File: src/rtl/regblk_pkg.sv
package regblk_pkg;

  localparam int REG_W    = 32;
  localparam int FIELD_W  = 5;
  localparam int LANES    = 4;
  localparam int STRIDE   = 8;
  localparam int FLAT_W   = LANES * FIELD_W;

  typedef enum logic [1:0] {
    SEL_WEIGHT = 2'd0,
    SEL_STATUS = 2'd1,
    SEL_NONE   = 2'd2
  } rd_sel_e;

  // take one lane out of a bus word
  function automatic logic [FIELD_W-1:0] lane_of(input logic [REG_W-1:0] word,
                                                 input int idx);
    lane_of = word[idx*STRIDE +: FIELD_W];
  endfunction

  // take one lane out of the flat field vector
  function automatic logic [FIELD_W-1:0] flat_lane(input logic [FLAT_W-1:0] flat,
                                                   input int idx);
    flat_lane = flat[idx*FIELD_W +: FIELD_W];
  endfunction

  // place the lanes in their bus positions, spare bits zero
  function automatic logic [REG_W-1:0] pack_lanes(input logic [FLAT_W-1:0] flat);
    logic [REG_W-1:0] w;
    w = '0;
    for (int i = 0; i < LANES; i++) begin
      w[i*STRIDE +: FIELD_W] = flat[i*FIELD_W +: FIELD_W];
    end
    return w;
  endfunction

  // bits that no lane occupies
  function automatic logic [REG_W-1:0] spare_mask();
    logic [REG_W-1:0] m;
    m = '1;
    for (int i = 0; i < LANES; i++) begin
      m[i*STRIDE +: FIELD_W] = '0;
    end
    return m;
  endfunction

  function automatic logic [REG_W-1:0] status_word(input logic locked);
    logic [REG_W-1:0] w;
    w = '0;
    w[0] = locked;
    return w;
  endfunction

endpackage

File: src/rtl/regblk_field.sv
module regblk_field #(
  parameter int          W        = 5,
  parameter logic [W-1:0] RST_VAL = 1,
  parameter bit          STICKY   = 1'b0,
  parameter bit          BOOTLOCK = 1'b0
) (
  input  logic         clk,
  input  logic         hard_rst_n,
  input  logic         soft_rst,
  input  logic         wr_hit,
  input  logic         lock_now,
  input  logic [W-1:0] wdata,
  output logic [W-1:0] q
);

  logic write_open;
  logic take;
  logic soft_load;

  generate
    if (BOOTLOCK) begin : g_lock
      assign write_open = !lock_now;
    end else begin : g_free
      assign write_open = 1'b1;
    end
    if (STICKY) begin : g_sticky
      assign soft_load = 1'b0;
    end else begin : g_plain
      assign soft_load = soft_rst;
    end
  endgenerate

  assign take = wr_hit && write_open && !soft_rst;

  always_ff @(posedge clk or negedge hard_rst_n) begin
    if (!hard_rst_n) begin
      q <= RST_VAL;
    end else if (soft_load) begin
      q <= RST_VAL;
    end else if (take) begin
      q <= wdata;
    end
  end

endmodule

File: src/rtl/regblk_lock.sv
module regblk_lock (
  input  logic clk,
  input  logic hard_rst_n,
  input  logic boot_done,
  output logic lock_q,
  output logic lock_now
);

  always_ff @(posedge clk or negedge hard_rst_n) begin
    if (!hard_rst_n) begin
      lock_q <= 1'b0;
    end else if (boot_done) begin
      lock_q <= 1'b1;
    end
  end

  assign lock_now = lock_q || boot_done;

endmodule

File: src/rtl/regblk_rdpath.sv
module regblk_rdpath
  import regblk_pkg::*;
#(
  parameter int ADDR_W      = 4,
  parameter int WEIGHT_ADDR = 0,
  parameter int STATUS_ADDR = 1
) (
  input  logic              clk,
  input  logic              hard_rst_n,
  input  logic [ADDR_W-1:0] addr,
  input  logic [FLAT_W-1:0] flat,
  input  logic              lock_q,
  output logic [REG_W-1:0]  rd_data
);

  rd_sel_e         sel;
  logic [REG_W-1:0] rd_next;

  always_comb begin
    if (addr == ADDR_W'(WEIGHT_ADDR))      sel = SEL_WEIGHT;
    else if (addr == ADDR_W'(STATUS_ADDR)) sel = SEL_STATUS;
    else                                   sel = SEL_NONE;
  end

  always_comb begin
    case (sel)
      SEL_WEIGHT: rd_next = pack_lanes(flat);
      SEL_STATUS: rd_next = status_word(lock_q);
      default:    rd_next = '0;
    endcase
  end

  always_ff @(posedge clk or negedge hard_rst_n) begin
    if (!hard_rst_n) rd_data <= '0;
    else             rd_data <= rd_next;
  end

endmodule

File: src/rtl/regblk_lockstick.sv
module regblk_lockstick
  import regblk_pkg::*;
#(
  parameter int             ADDR_W      = 4,
  parameter int             WEIGHT_ADDR = 0,
  parameter int             STATUS_ADDR = 1,
  parameter logic [LANES-1:0] STICKY_MASK = 4'b1000,
  parameter logic [LANES-1:0] LOCK_MASK   = 4'b0010,
  parameter logic [FIELD_W-1:0] RESET_VAL = 5'd1
) (
  input  logic              clk,
  input  logic              hard_rst_n,
  input  logic              soft_rst,
  input  logic              boot_done,
  input  logic [ADDR_W-1:0] addr,
  input  logic              wr_en,
  input  logic [REG_W-1:0]  wr_data,
  output logic [REG_W-1:0]  rd_data,
  output logic [FLAT_W-1:0] weight_o
);

  logic wr_hit;
  logic lock_q;
  logic lock_now;

  assign wr_hit = wr_en && (addr == ADDR_W'(WEIGHT_ADDR));

  regblk_lock u_lock (
    .clk        (clk),
    .hard_rst_n (hard_rst_n),
    .boot_done  (boot_done),
    .lock_q     (lock_q),
    .lock_now   (lock_now)
  );

  for (genvar i = 0; i < LANES; i++) begin : g_lane
    logic [FIELD_W-1:0] lane_q;
    regblk_field #(
      .W        (FIELD_W),
      .RST_VAL  (RESET_VAL),
      .STICKY   (STICKY_MASK[i]),
      .BOOTLOCK (LOCK_MASK[i])
    ) u_field (
      .clk        (clk),
      .hard_rst_n (hard_rst_n),
      .soft_rst   (soft_rst),
      .wr_hit     (wr_hit),
      .lock_now   (lock_now),
      .wdata      (lane_of(wr_data, i)),
      .q          (lane_q)
    );
    assign weight_o[i*FIELD_W +: FIELD_W] = lane_q;
  end

  regblk_rdpath #(
    .ADDR_W      (ADDR_W),
    .WEIGHT_ADDR (WEIGHT_ADDR),
    .STATUS_ADDR (STATUS_ADDR)
  ) u_rd (
    .clk        (clk),
    .hard_rst_n (hard_rst_n),
    .addr       (addr),
    .flat       (weight_o),
    .lock_q     (lock_q),
    .rd_data    (rd_data)
  );

endmodule

File: config.mk
export PLATFORM = sky130hd
export DESIGN_NAME = regblk_lockstick
export DESIGN_NICKNAME = d
export VERILOG_FILES = /design/src/rtl/regblk_pkg.sv /design/src/rtl/regblk_field.sv /design/src/rtl/regblk_lock.sv /design/src/rtl/regblk_rdpath.sv /design/src/rtl/regblk_lockstick.sv
export SDC_FILE = /design/constraint.sdc
export NUM_CORES = 1
export LEC_CHECK = 0
export CAP_MARGIN = 30
export CORE_MARGIN = 2
export CORE_UTILIZATION = 60
export DETAILED_ROUTE_END_ITERATION = 8
export DONT_BUFFER_PORTS = 1
export HOLD_SLACK_MARGIN = 0.1
export PLACE_DENSITY = 0.87
export SYNTH_ARGS = -nofsm -noshare
export SYNTH_HDL_FRONTEND = slang
export SYNTH_HIERARCHICAL = 1
export SYNTH_SLANG_ARGS = --single-unit
File: constraint.sdc
create_clock -name clk -period 1.16 [get_ports clk]
set_input_delay 0.232 -clock clk [delete_from_list [all_inputs] [get_ports clk]]
set_output_delay 0.232 -clock clk [all_outputs]
set_load 0.05 [all_outputs]
Yosys cells after proc, flatten, opt, wreduce, memory -nomap -nowiden
Cells that the tools add are included.
{"block": "word_totals", "wordCells": 28, "inputBits": 41, "regBits": 50, "output_inout_bits": 52}
{"block": "classes", "reduce_logical": 11, "mux": 9, "eq_ne": 2}
{"cell": "$pmux W29 S2", "count": 1}
{"cell": "$mux W5", "count": 6}
{"cell": "$eq A4 B1 Y1 const B", "count": 1}
{"cell": "$logic_and A1 B1 Y1", "count": 4}
{"cell": "$logic_not A4 Y1", "count": 1}
{"cell": "$mux W2", "count": 2}
{"cell": "$reduce_bool A2 Y1", "count": 2}
{"cell": "$eq A2 B1 Y1 const B", "count": 1}
{"cell": "$logic_not A1 Y1", "count": 2}
{"cell": "$logic_not A2 Y1", "count": 1}
{"cell": "$logic_or A1 B1 Y1", "count": 1}

Logic depth before layout (Yosys ltp)
Gate-level depths: netlist of run 1.
{"block": "depth", "ltp_word": 6, "ltp_mapped": 5, "ltp_nobuf": 4}

Cells and area by module
Netlist of run 1, hierarchy kept.
{"mod": "regblk_rdpath", "area_each_um2": 780.7, "seq_area_each_um2": 500.5, "n_inst": 1, "cells_each": 56}
{"mod": "regblk_field at g_lane[0].u_field ...", "area_each_um2": 210.2, "seq_area_each_um2": 126.4, "n_inst": 2, "cells_each": 16}
{"mod": "regblk_field at g_lane[1].u_field", "area_each_um2": 247.7, "seq_area_each_um2": 126.4, "n_inst": 1, "cells_each": 21}
{"mod": "regblk_field at g_lane[3].u_field", "area_each_um2": 196.4, "seq_area_each_um2": 126.4, "n_inst": 1, "cells_each": 11}
{"mod": "regblk_lock", "area_each_um2": 37.5, "seq_area_each_um2": 25.0, "n_inst": 1, "cells_each": 3}
{"mod": "regblk_lockstick", "area_each_um2": 18.8, "seq_area_each_um2": 0.0, "n_inst": 1, "cells_each": 2}

Worst setup path after synthesis of run 1
No wires, ideal clock.
{"block": "synth_path", "path_kind": "in2reg", "from": "input port addr[0]", "to": "register g_lane[3].u_field.q[1]", "n_path_buf": 0, "path_stages": 4, "arrival_time_ns": 1.471, "setup_slack_ns": -0.436, "cell_sequence": "nand2b_1 nor4_2 nor2b_4 mux2_2"}
{"block": "synth_between", "elab_chain_cells": 3}
{"item": "start, declared", "line": "regblk_lockstick.sv:15", "rtl": "input logic [ADDR_W-1:0] addr,"}
{"item": "$logic_not A4 Y1", "line": "regblk_lockstick.sv:26", "rtl": "assign wr_hit = wr_en && (addr == ADDR_W'(WEIGHT_ADDR));"}
{"item": "$logic_and A1 B1 Y1", "line": "regblk_lockstick.sv:26"}
{"item": "named net wr_hit", "line": "regblk_lockstick.sv:22", "rtl": "logic wr_hit;"}
{"item": "$logic_and A1 B1 Y1", "line": "regblk_field.sv:33", "rtl": "assign take = wr_hit && write_open && !soft_rst;"}
{"item": "end signal, assigned", "line": "regblk_field.sv:41", "rtl": "q <= wdata;"}
{"item": "end, declared", "line": "regblk_field.sv:13", "rtl": "output logic [W-1:0] q"}
The timed path passes the listed nets, and every way through them passes these cells.
A chain may end at the register's enable or synchronous reset.

Worst setup path after layout of run 1
{"block": "layout_path", "from": "register g_lane[1].u_field.q[0]", "to": "output port weight_o[5]"}
{"item": "start, declared", "line": "regblk_field.sv:13"}
{"item": "start signal, assigned", "line": "regblk_field.sv:41"}
{"item": "end, declared", "line": "regblk_lockstick.sv:19", "rtl": "output logic [FLAT_W-1:0] weight_o"}
No word-level cell between the ends.

==> results of run 1 <==
==> what timing repair did <==
action	4_1_cts	5_1_grt
resized for setup	37	1
endpoints found under the hold margin	63	0
hold buffers	28	0
endpoints found under the setup margin	41	26
buffers inserted	14	5
==> per-stage QoR <==
step | cell area [µm²] | instances | worst slack, ns | setup TNS (ns)
2_1_floorplan | 1760 | 136 | -0.252 | -1.50
3_3_place_gp | 1850 | 171 | -0.178 | -1.57
3_5_place_dp | 1850 | 171 | -0.195 | -1.93
4_1_cts | 2400 | 220 | -0.154 | -0.799
5_1_grt | 2440 | 225 | -0.182 | -1.27
6_report | 2440 | 225 | -0.147 | -0.555
==> cells in the final DEF (no fill, tap or decap), types with 2 or more instances in the layout <==
cell            n
dfrtp_1        15
dfstp_2         4
nor2_1         10
conb_1         12
dfrtp_2        22
nand2b_1        4
o21ai_1         4
buf_4          22
nand4bb_1       4
nor2b_2         2
nor4_4          2
and2_2         15
buf_6          14
clkbuf_4        5
mux2i_1        10
mux2_2          4
nor2b_4         2
a211o_1         2
and2_1          4
buf_12          3
dlygate4sd3_1  26
==> layout make-up <==
cell class | count | area [µm²] | share of cell area, %
repair buffers | 66 | 656 | 26.9
flip-flops and latches | 41 | 1060 | 43.5
multi-input cells | 80 | 611 | 25.1
well taps | 31 | 38.8 | 1.59
clock buffers | 5 | 37.5 | 1.54
clock inverters | 2 | 35.0 | 1.44
==> logic make-up after synthesis <==
logic type             count (synthesis)
AOI/OAI and AO/OA                      6
buffers and inverters                 15
DFF                                   41
muxes                                 15
other                                  1
and+or+nand+nor                       47
==> registers in the layout, indices dropped and copies added, names as in the netlist <==
name              count
g_lane.u_field/q     20
u_lock/lock_q         1
u_rd/rd_data         20
==> power by group through the flow <==
stage / sequential (µW) / clock [µW] / combinational [µW]
2_1_floorplan: 1700 / 0 / 189
3_3_place_gp: 1590 / 0 / 334
3_5_place_dp: 1590 / 0 / 341
4_1_cts: 1570 / 877 / 516
5_1_grt: 1580 / 966 / 569
6_report: 1570 / 879 / 545
==> worst min path at each step <==
stage | start | to | slack, ns | cells past startpoint
6_report | soft_rst | g_lane[3].u_field/q[2] | 0.14 | 2
5_1_grt | soft_rst | g_lane[3].u_field/q[2] | 0.12 | 2
4_1_cts | soft_rst | g_lane[3].u_field/q[2] | 0.12 | 2
3_5_place_dp | hard_rst_n | u_rd/rd_data[19] | -0.06 | 0
3_3_place_gp | hard_rst_n | u_rd/rd_data[19] | -0.06 | 0
2_1_floorplan | hard_rst_n | g_lane[0].u_field/q[1] | -0.06 | 0
==> routing by layer <==
layer  vias up  track usage (%)  wire length, µm
li1        530                -                -
met1       625             32.9             1650
met2        64             54.4             2550
met3        12             5.44              204
met4         0             11.0              130
met5         -                0                0
==> results.md, run 1 <==
* Crit-path max FO at 3
* Post-Syn Area at 1700 µm²
* Core Box Area at 2730 µm²
* Count of max-cap constraint violations at 0
* Total GRT Usage at 29.2%
* Most common cell in the synthesized netlist: dfrtp_1
* Worst hold slack at 0.143 ns
* Status: complete, but fails checks
* Leak Pwr at 0.00113 µW
* Final min period at 1.31 ns
* Failing checks: negative setup slack
* CTS tree: yes
* Post-synth EDFFs at 0
* Clock sinks at 41
* H-tree levels at 2
* Cell taking the most area after synthesis: dfrtp_1
* Layout fillers at 115
* Unique masters post-synth at 20
* CP required at 0.93 ns
* Dpl hpwl at 2170 µm
* Synth Warn # at 6
* Via density at 5.47
* Worst ir drop on vdd at 1300 µV
* Number of hold violations in the final report at 0
* Final worst setup slack at -0.147 ns
* RSZ-0062 raised after global routing: true
* R2R depth at 3
* P per Cell Area at 1230 nW/µm²
* Total wire length at 4540 µm
* Initial DRC Count at 36
* Simple-Gate Fraction of Synth Area at 20.5%
* Crit end category: output pin
* Post-synthesis adder-cell area fraction at 0%
* Total power at 2990 µW
* Synth area leaders: dfrtp_1 (54%), and2_2 (6.6%), dfstp_2 (6.2%)
* Reg-to-reg startpoint: u_lock/lock_q
* Int Pwr at 2150 µW
* Pin count of the biggest net entering global routing at 42
* End-of-flow core utilization at 89.1%
* CP Capture Point: weight_o[5]
* Top-area cell type share of the netlist area at 54.4%
* Grt ovf at 0
* Seq/Total Area, Yosys at 60.6%
* Post-layout net count at 235
* WL/cell at 20.2 µm
* First-pass GRT wire length at 6890 µm
* DRT Pass-1 Iters at 4
* Share of cells above drive strength 1 at 51.5%
* Synth Area in XOR/XNOR at 0%
* Rows at 19
* Ys async rst share at 100%
* Clk slew on worst S/H paths at 0.12 ns
* Fmax at 765 MHz
* Synthesized instance count at 125
* Net load switching power at 846 µW
* Sequential Power Share at 52.4%
* Synth Area in Compound Gates at 2.21%
* Layout Area Growth over Synthesis at 43.2%
* Max transition margin at 55.0%
* Clock root cell: clkbuf_4
* Reg-to-Reg End: g_lane[1].u_field/q[0]
* Yosys reg bits at 41
* Die W at 57.3 µm
* Worst Setup SP: g_lane[1].u_field/q[0]
* Tcrit/Tclk final at 113%
* Skew final at 0.00907 ns
* Initial antenna violation count at 0
* RePlAce Congestion at 0.701
* Crit. path cell count at 0
* Mapped Avg Cell Area at 13.6 µm²
* Logic pwr share at 18.2%
* Class of the worst hold path: in2reg
* Crit path DAT at 1.08 ns
* Final Max Tran Viols at 0
* Mux contribution to synthesized area at 9.19%
* CTS Buffer Depth at 2
* Worst skew pair latency at 0.34 ns
* Sw Share at 28.3%
* ANT cells at 0
* # DRC at 0
* IO Port Bufs at 0
* Die area at 3280 µm²
* Startpoint Class: flip-flop
* Clk network pwr share at 29.4%
* Synth cell count leaders: dfrtp_1 (37), and2_2 (15), buf_4 (12)
* Largest family of logic cells by synthesized area: simple AND/OR/NAND/NOR gates
* Via count at 1231
* Initial Util at 62.2%
* Routed Antenna Nets at 0
* I/O pin total at 93
* Worst setup path class: reg2out
* Worst slew pin tran at 0.675 ns
* Vias in the first global route at 1279
* TritonCTS Buffers at 5
* Die Span Y at 57.3 µm
* Register-to-Register Setup Slack at 0.01 ns
* Final setup viols at 8
* Synth Flop Type: dfrtp_1
Power figures use the tool's default switching activity.
==> run 2, diff against run 1 <==
Settings changed: RECOVER_POWER set to 50.
==> run 2 against run 1 <==
  * The run still ends with negative setup slack left
  * Routed wire length decreased by 0.79%
  * Die area unchanged
  * Clock-buffer cell count unchanged
  * Sequential cell count unchanged
  * Clock skew decreased by 0.0026 ns
  * Combinational power decreased by 1%
  * Critical path type unchanged
  * Largest cell class unchanged
  * Largest power group unchanged
  * Highest routed layer unchanged
==> results.md, run 2 (synthesis results as in run 1) <==
* CP required at 0.93 ns
* Class of the worst hold path: in2reg
* Rows at 19
* Biggest regs: g_lane.u_field/q x20, u_rd/rd_data x20, u_lock/lock_q x1
* Via count at 1205
* Dpl hpwl at 2170 µm
* CTS Buffer Depth at 2
* Placed Area at 1850 µm²
* Initial antenna violation count at 0
* Int Pwr at 2140 µW
* Area taken by multi-input logic gates at 611 µm²
* Sw Share at 28.3%
* Pin count of the biggest net entering global routing at 42
* Tcrit/Tclk final at 113%
* Clock root cell: clkbuf_4
* Leak Pwr at 0.00112 µW
* Count of max-cap constraint violations at 0
* Logic pwr share at 18.0%
* Die area at 3280 µm²
* ANT cells at 0
* Worst Hold Launch: soft_rst
* Die Span Y at 57.3 µm
* Commonest non-fill, non-tap cell in the layout: dlygate4sd3_1
* First-pass GRT wire length at 6890 µm
* Register area at 1060 µm²
* R2R depth at 3
* I/O pin total at 93
* Register-to-Register Setup Slack at 0 ns
* DRT Pass-1 Iters at 4
* Worst hold slack at 0.140 ns
* Hold Crit Endpoint: g_lane[3].u_field/q[2]
* WL/cell at 20.0 µm
* RePlAce Congestion at 0.701
* H-tree levels at 2
* Worst ir drop on vdd at 1300 µV
* Total GRT Usage at 29.2%
* Layout fillers at 117
* Commonest non-fill, non-tap cells in the layout: dlygate4sd3_1 (26), dfrtp_2 (22), buf_4 (16), dfrtp_1 (15), and2_2 (15)
* P per Cell Area at 1230 nW/µm²
* Grt ovf at 0
* Net load switching power at 843 µW
* Vias in the first global route at 1279
* Crit end category: output pin
* Post-layout net count at 235
* # DRC at 0
* Clk slew on worst S/H paths at 0.12 ns
* Number of hold violations in the final report at 0
* Layout Area Growth over Synthesis at 42.4%
* Crit-path max FO at 3
* Clk network pwr share at 29.4%
* Final min period at 1.31 ns
* Fmax at 765 MHz
* Total wire length at 4510 µm
* Share of cells above drive strength 1 at 51.5%
* Reg-to-reg startpoint: u_lock/lock_q
* Worst setup path class: reg2out
* Routed Antenna Nets at 0
* Status: complete, but fails checks
* Skew final at 0.00644 ns
* Final Max Tran Viols at 0
* Final worst setup slack at -0.147 ns
* Failing checks: negative setup slack
* RSZ-0062 raised after global routing: true
* Post-route cell area at 2420 µm²
* Sequential Power Share at 52.6%
* Reg-to-Reg End: g_lane[1].u_field/q[0]
* Max transition margin at 55.8%
* Worst slew pin tran at 0.664 ns
* Initial Util at 62.2%
* Clock sinks at 41
* TritonCTS Buffers at 5
* Hold Crit Depth at 2
* Core Box Area at 2730 µm²
* Pre-CTS setup slack at -0.195 ns
* Worst skew pair latency at 0.34 ns
* Final setup viols at 7
* IO Port Bufs at 0
* Startpoint Class: flip-flop
* Initial DRC Count at 42
* Die W at 57.3 µm
* CTS tree: yes
* Via density at 5.36
* Crit path DAT at 1.08 ns
## run 2: cell count changes in the layout (fill, tap and decap cells not counted)
cell | before | now
and2_0 | 0 | 1
and2_1 | 4 | 3
buf_12 | 3 | 2
buf_4 | 22 | 16
clkbuf_4 | 5 | 12
## run 2: layout make-up
cell class / instances / area share [%]
Clock buffer: 5 / 1.55
Tap cell: 31 / 1.60
Timing Repair Buffer: 66 / 26.5
Sequential cell: 41 / 43.7
Clock inverter: 2 / 1.45
Multi-Input combinational cell: 80 / 25.2
## run 2: routing by layer
layer	vias to the layer above	routed length (µm)	part of all wire [%]	track usage (%)
met5	-	0	0	0
met4	0	126	2.8	11.0
met3	10	184	4.1	5.44
met2	57	2540	56	54.4
met1	610	1650	37	32.9
li1	528	-	-	-
## run 2: per-stage QoR
stage | cells | utilization [%] | setup TNS (ns) | total power (µW)
2_1_floorplan | 136 | - | -1.50 | 1890
3_5_place_dp | 171 | 67.5 | -1.93 | 1930
6_report | 225 | 88.6 | -0.550 | 2980
3_3_place_gp | 171 | 67.5 | -1.57 | 1920
5_1_grt | 225 | 88.6 | -1.26 | 3100
4_1_cts | 220 | 87.6 | -0.799 | 2960
## run 2: worst max-delay path by stage
stage / start / endpoint / slack (ns) / depth (start not counted)
final: g_lane[1].u_field/q[0] / weight_o[5] / -0.15 / 0
after global routing: g_lane[1].u_field/q[0] / weight_o[5] / -0.18 / 0
after CTS: g_lane[1].u_field/q[0] / weight_o[5] / -0.15 / 0
after detailed placement: addr[0] / g_lane[3].u_field/q[1] / -0.20 / 4
after global placement: addr[0] / g_lane[3].u_field/q[3] / -0.18 / 4
after floorplan: addr[0] / g_lane[3].u_field/q[1] / -0.25 / 4
## run 2: timing repair
action / CTS / global route
hold buffers: 28 / 0
resized for setup: 37 / 1
setup endpoints to repair: 41 / 26
setup buffers: 14 / 5
cloned: 0 / 0
endpoints found under the hold margin: 63 / 0
## run 2: power by group through the flow
stage / clock, µW / sequential (µW) / combinational, µW
floorplan: 0 / 1700 / 189
finish: 878 / 1570 / 538
global placement: 0 / 1590 / 334
CTS: 877 / 1570 / 516
global route: 966 / 1580 / 562
detailed placement: 0 / 1590 / 341
==> run 3, diff against run 2 <==
Settings changed: CORE_MARGIN 2 to not set.
Clock period 1.16 ns to 1.55 ns, I/O delays scaled along.
==> run 3 against run 2 <==
  * The flow now finishes without violations
  * Non-clock buffer count is 46 lower
  * Combinational power is 67% lower
  * Sequential power is 20% lower
  * Critical path depth stayed put
  * Final cell count is 20% lower
  * Register-to-register slack better by 0.41 ns
  * Critical path type unchanged
  * Critical endpoint is now weight_o[15]
  * Largest cell class unchanged
==> results.md, run 3 (synthesis results as in run 1) <==
* Status: completed
* Post-route cell area at 1910 µm²
* Final setup viols at 0
* Logic pwr share at 9.0%
* Final Max Tran Viols at 0
* Number of hold violations in the final report at 0
* Crit-path max FO at 3
* Grt ovf at 0
* Routed Antenna Nets at 0
* Sw Share at 30.1%
* Post_cts resized at 0
* RSZ-0062 raised after global routing: false
* H-tree levels at 2
* Clk network pwr share at 25.9%
* Skew final at 0.0140 ns
* Commonest non-fill, non-tap cells in the layout: dfrtp_1 (37), dlygate4sd3_1 (16), and2_2 (15), conb_1 (12)
* Worst skew pair latency at 0.34 ns
* RePlAce Congestion at 0.676
* Via density at 5.26
* CP required at 1.24 ns
* Tcrit/Tclk final at 88.6%
* Area taken by multi-input logic gates at 597 µm²
* Post-layout net count at 189
* Hold Crit Depth at 2
* Total wire length at 2750 µm
* Pre-CTS setup slack at 0.0889 ns
* Register area at 1030 µm²
* ANT cells at 0
* Class of the worst hold path: in2reg
* Layout Area Growth over Synthesis at 12.2%
* Worst setup path class: reg2out
* Startpoint Class: flip-flop
* P per Cell Area at 1010 nW/µm²
* Clock sinks at 41
* Die Span Y at 55.3 µm
* CTS tree: yes
* Initial Util at 66.3%
* Initial DRC Count at 14
* Core Box Area at 2570 µm²
* Layout fillers at 181
* Crit path DAT at 1.06 ns
* # DRC at 0
* Fmax at 728 MHz
* Max transition margin at 38.3%
* Setup TNS at 0 ns
* Worst slew pin tran at 0.926 ns
* Commonest non-fill, non-tap cell in the layout: dfrtp_1
* Crit end category: output pin
* IO Port Bufs at 0
* Post-CTS Setup Repair Bufs at 0
* DRT Pass-1 Iters at 4
* Die area at 3050 µm²
* First-pass GRT wire length at 4420 µm
* Pin count of the biggest net entering global routing at 42
* Total GRT Usage at 19.7%
* Via count at 942
* Rows at 18
* Crit. path cell count at 0
* WL/cell at 15.4 µm
* Count of max-cap constraint violations at 0
* Final min period at 1.37 ns
* I/O pin total at 93
* Share of cells above drive strength 1 at 27.5%
* Final worst setup slack at 0.177 ns
* R2R depth at 3
* Net load switching power at 582 µW
* Die W at 55.3 µm
* CTS Buffer Depth at 2
* Sequential Power Share at 65.1%
* Dpl hpwl at 1800 µm
* Biggest regs: g_lane.u_field/q x20, u_rd/rd_data x20, u_lock/lock_q x1
* Vias in the first global route at 918
* Placed Area at 1690 µm²
* Int Pwr at 1350 µW
* Leak Pwr at 0.000865 µW
* Initial antenna violation count at 0
* TritonCTS Buffers at 5
* Clock root cell: clkbuf_4
* Clk slew on worst S/H paths at 0.12 ns
* Worst ir drop on vdd at 860 µV
run 3: cell count changes in the layout (fill, tap and decap cells not counted), sizes merged, moves of 2 or more:
cell and change:
buf -29, clkinvlp +2, clkbuf -5, dlygate4sd3 -10
run 3: area by class of cell:
class | instances | area share [%]
clock buffers | 6 | 2.16
repair buffers | 20 | 9.83
flip-flops and latches | 41 | 54.0
multi-input cells | 80 | 31.3
well taps | 30 | 1.97
clock inverters | 2 | 0.786
run 3: final timing paths:
check | from | endpoint | slack (ns)
max | g_lane[3].u_field/q[0] | weight_o[15] | 0.18
min | wr_data[3] | g_lane[0].u_field/q[3] | 0.12
max reg2reg | u_lock/lock_q | g_lane[1].u_field/q[0] | 0.41
min reg2reg | u_lock/lock_q | u_lock/lock_q | 0.54
max in group asynchronous | hard_rst_n | u_rd/rd_data[17] | 0.33
min in group asynchronous | hard_rst_n | u_rd/rd_data[27] | 0.64
run 3: through the flow:
step           hold slack (ns)  instances  power, µW  utilization (%)
5_1_grt                  0.104        179       2020             74.4
6_report                 0.117        179       1930             74.4
4_1_cts                  0.101        172       1940             72.2
3_5_place_dp            0.0152        154       1400             65.7
3_3_place_gp            0.0151        154       1390             65.7
2_1_floorplan           0.0144        136       1410                -
run 3: what timing repair did:
item,in CTS,in global routing
setup endpoints to repair,0,0
hold buffers,10,7
endpoints found under the hold margin,54,7
run 3: metal layers:
metal | GRT usage (%) | routed length [µm] | vias up
met5 | 0 | 0 | -
met4 | 11.8 | 92 | 0
met3 | 6.56 | 194 | 9
met2 | 34.1 | 1480 | 56
met1 | 20.5 | 981 | 439
li1 | - | - | 438
run 3: power groups by stage:
stage               Combinational (µW)  Sequential, µW  Clock, µW
floorplan                          137            1270          0
global placement                   116            1280          0
detailed placement                 118            1280          0
CTS                                167            1260        517
global route                       189            1260        569
finish                             175            1260        500
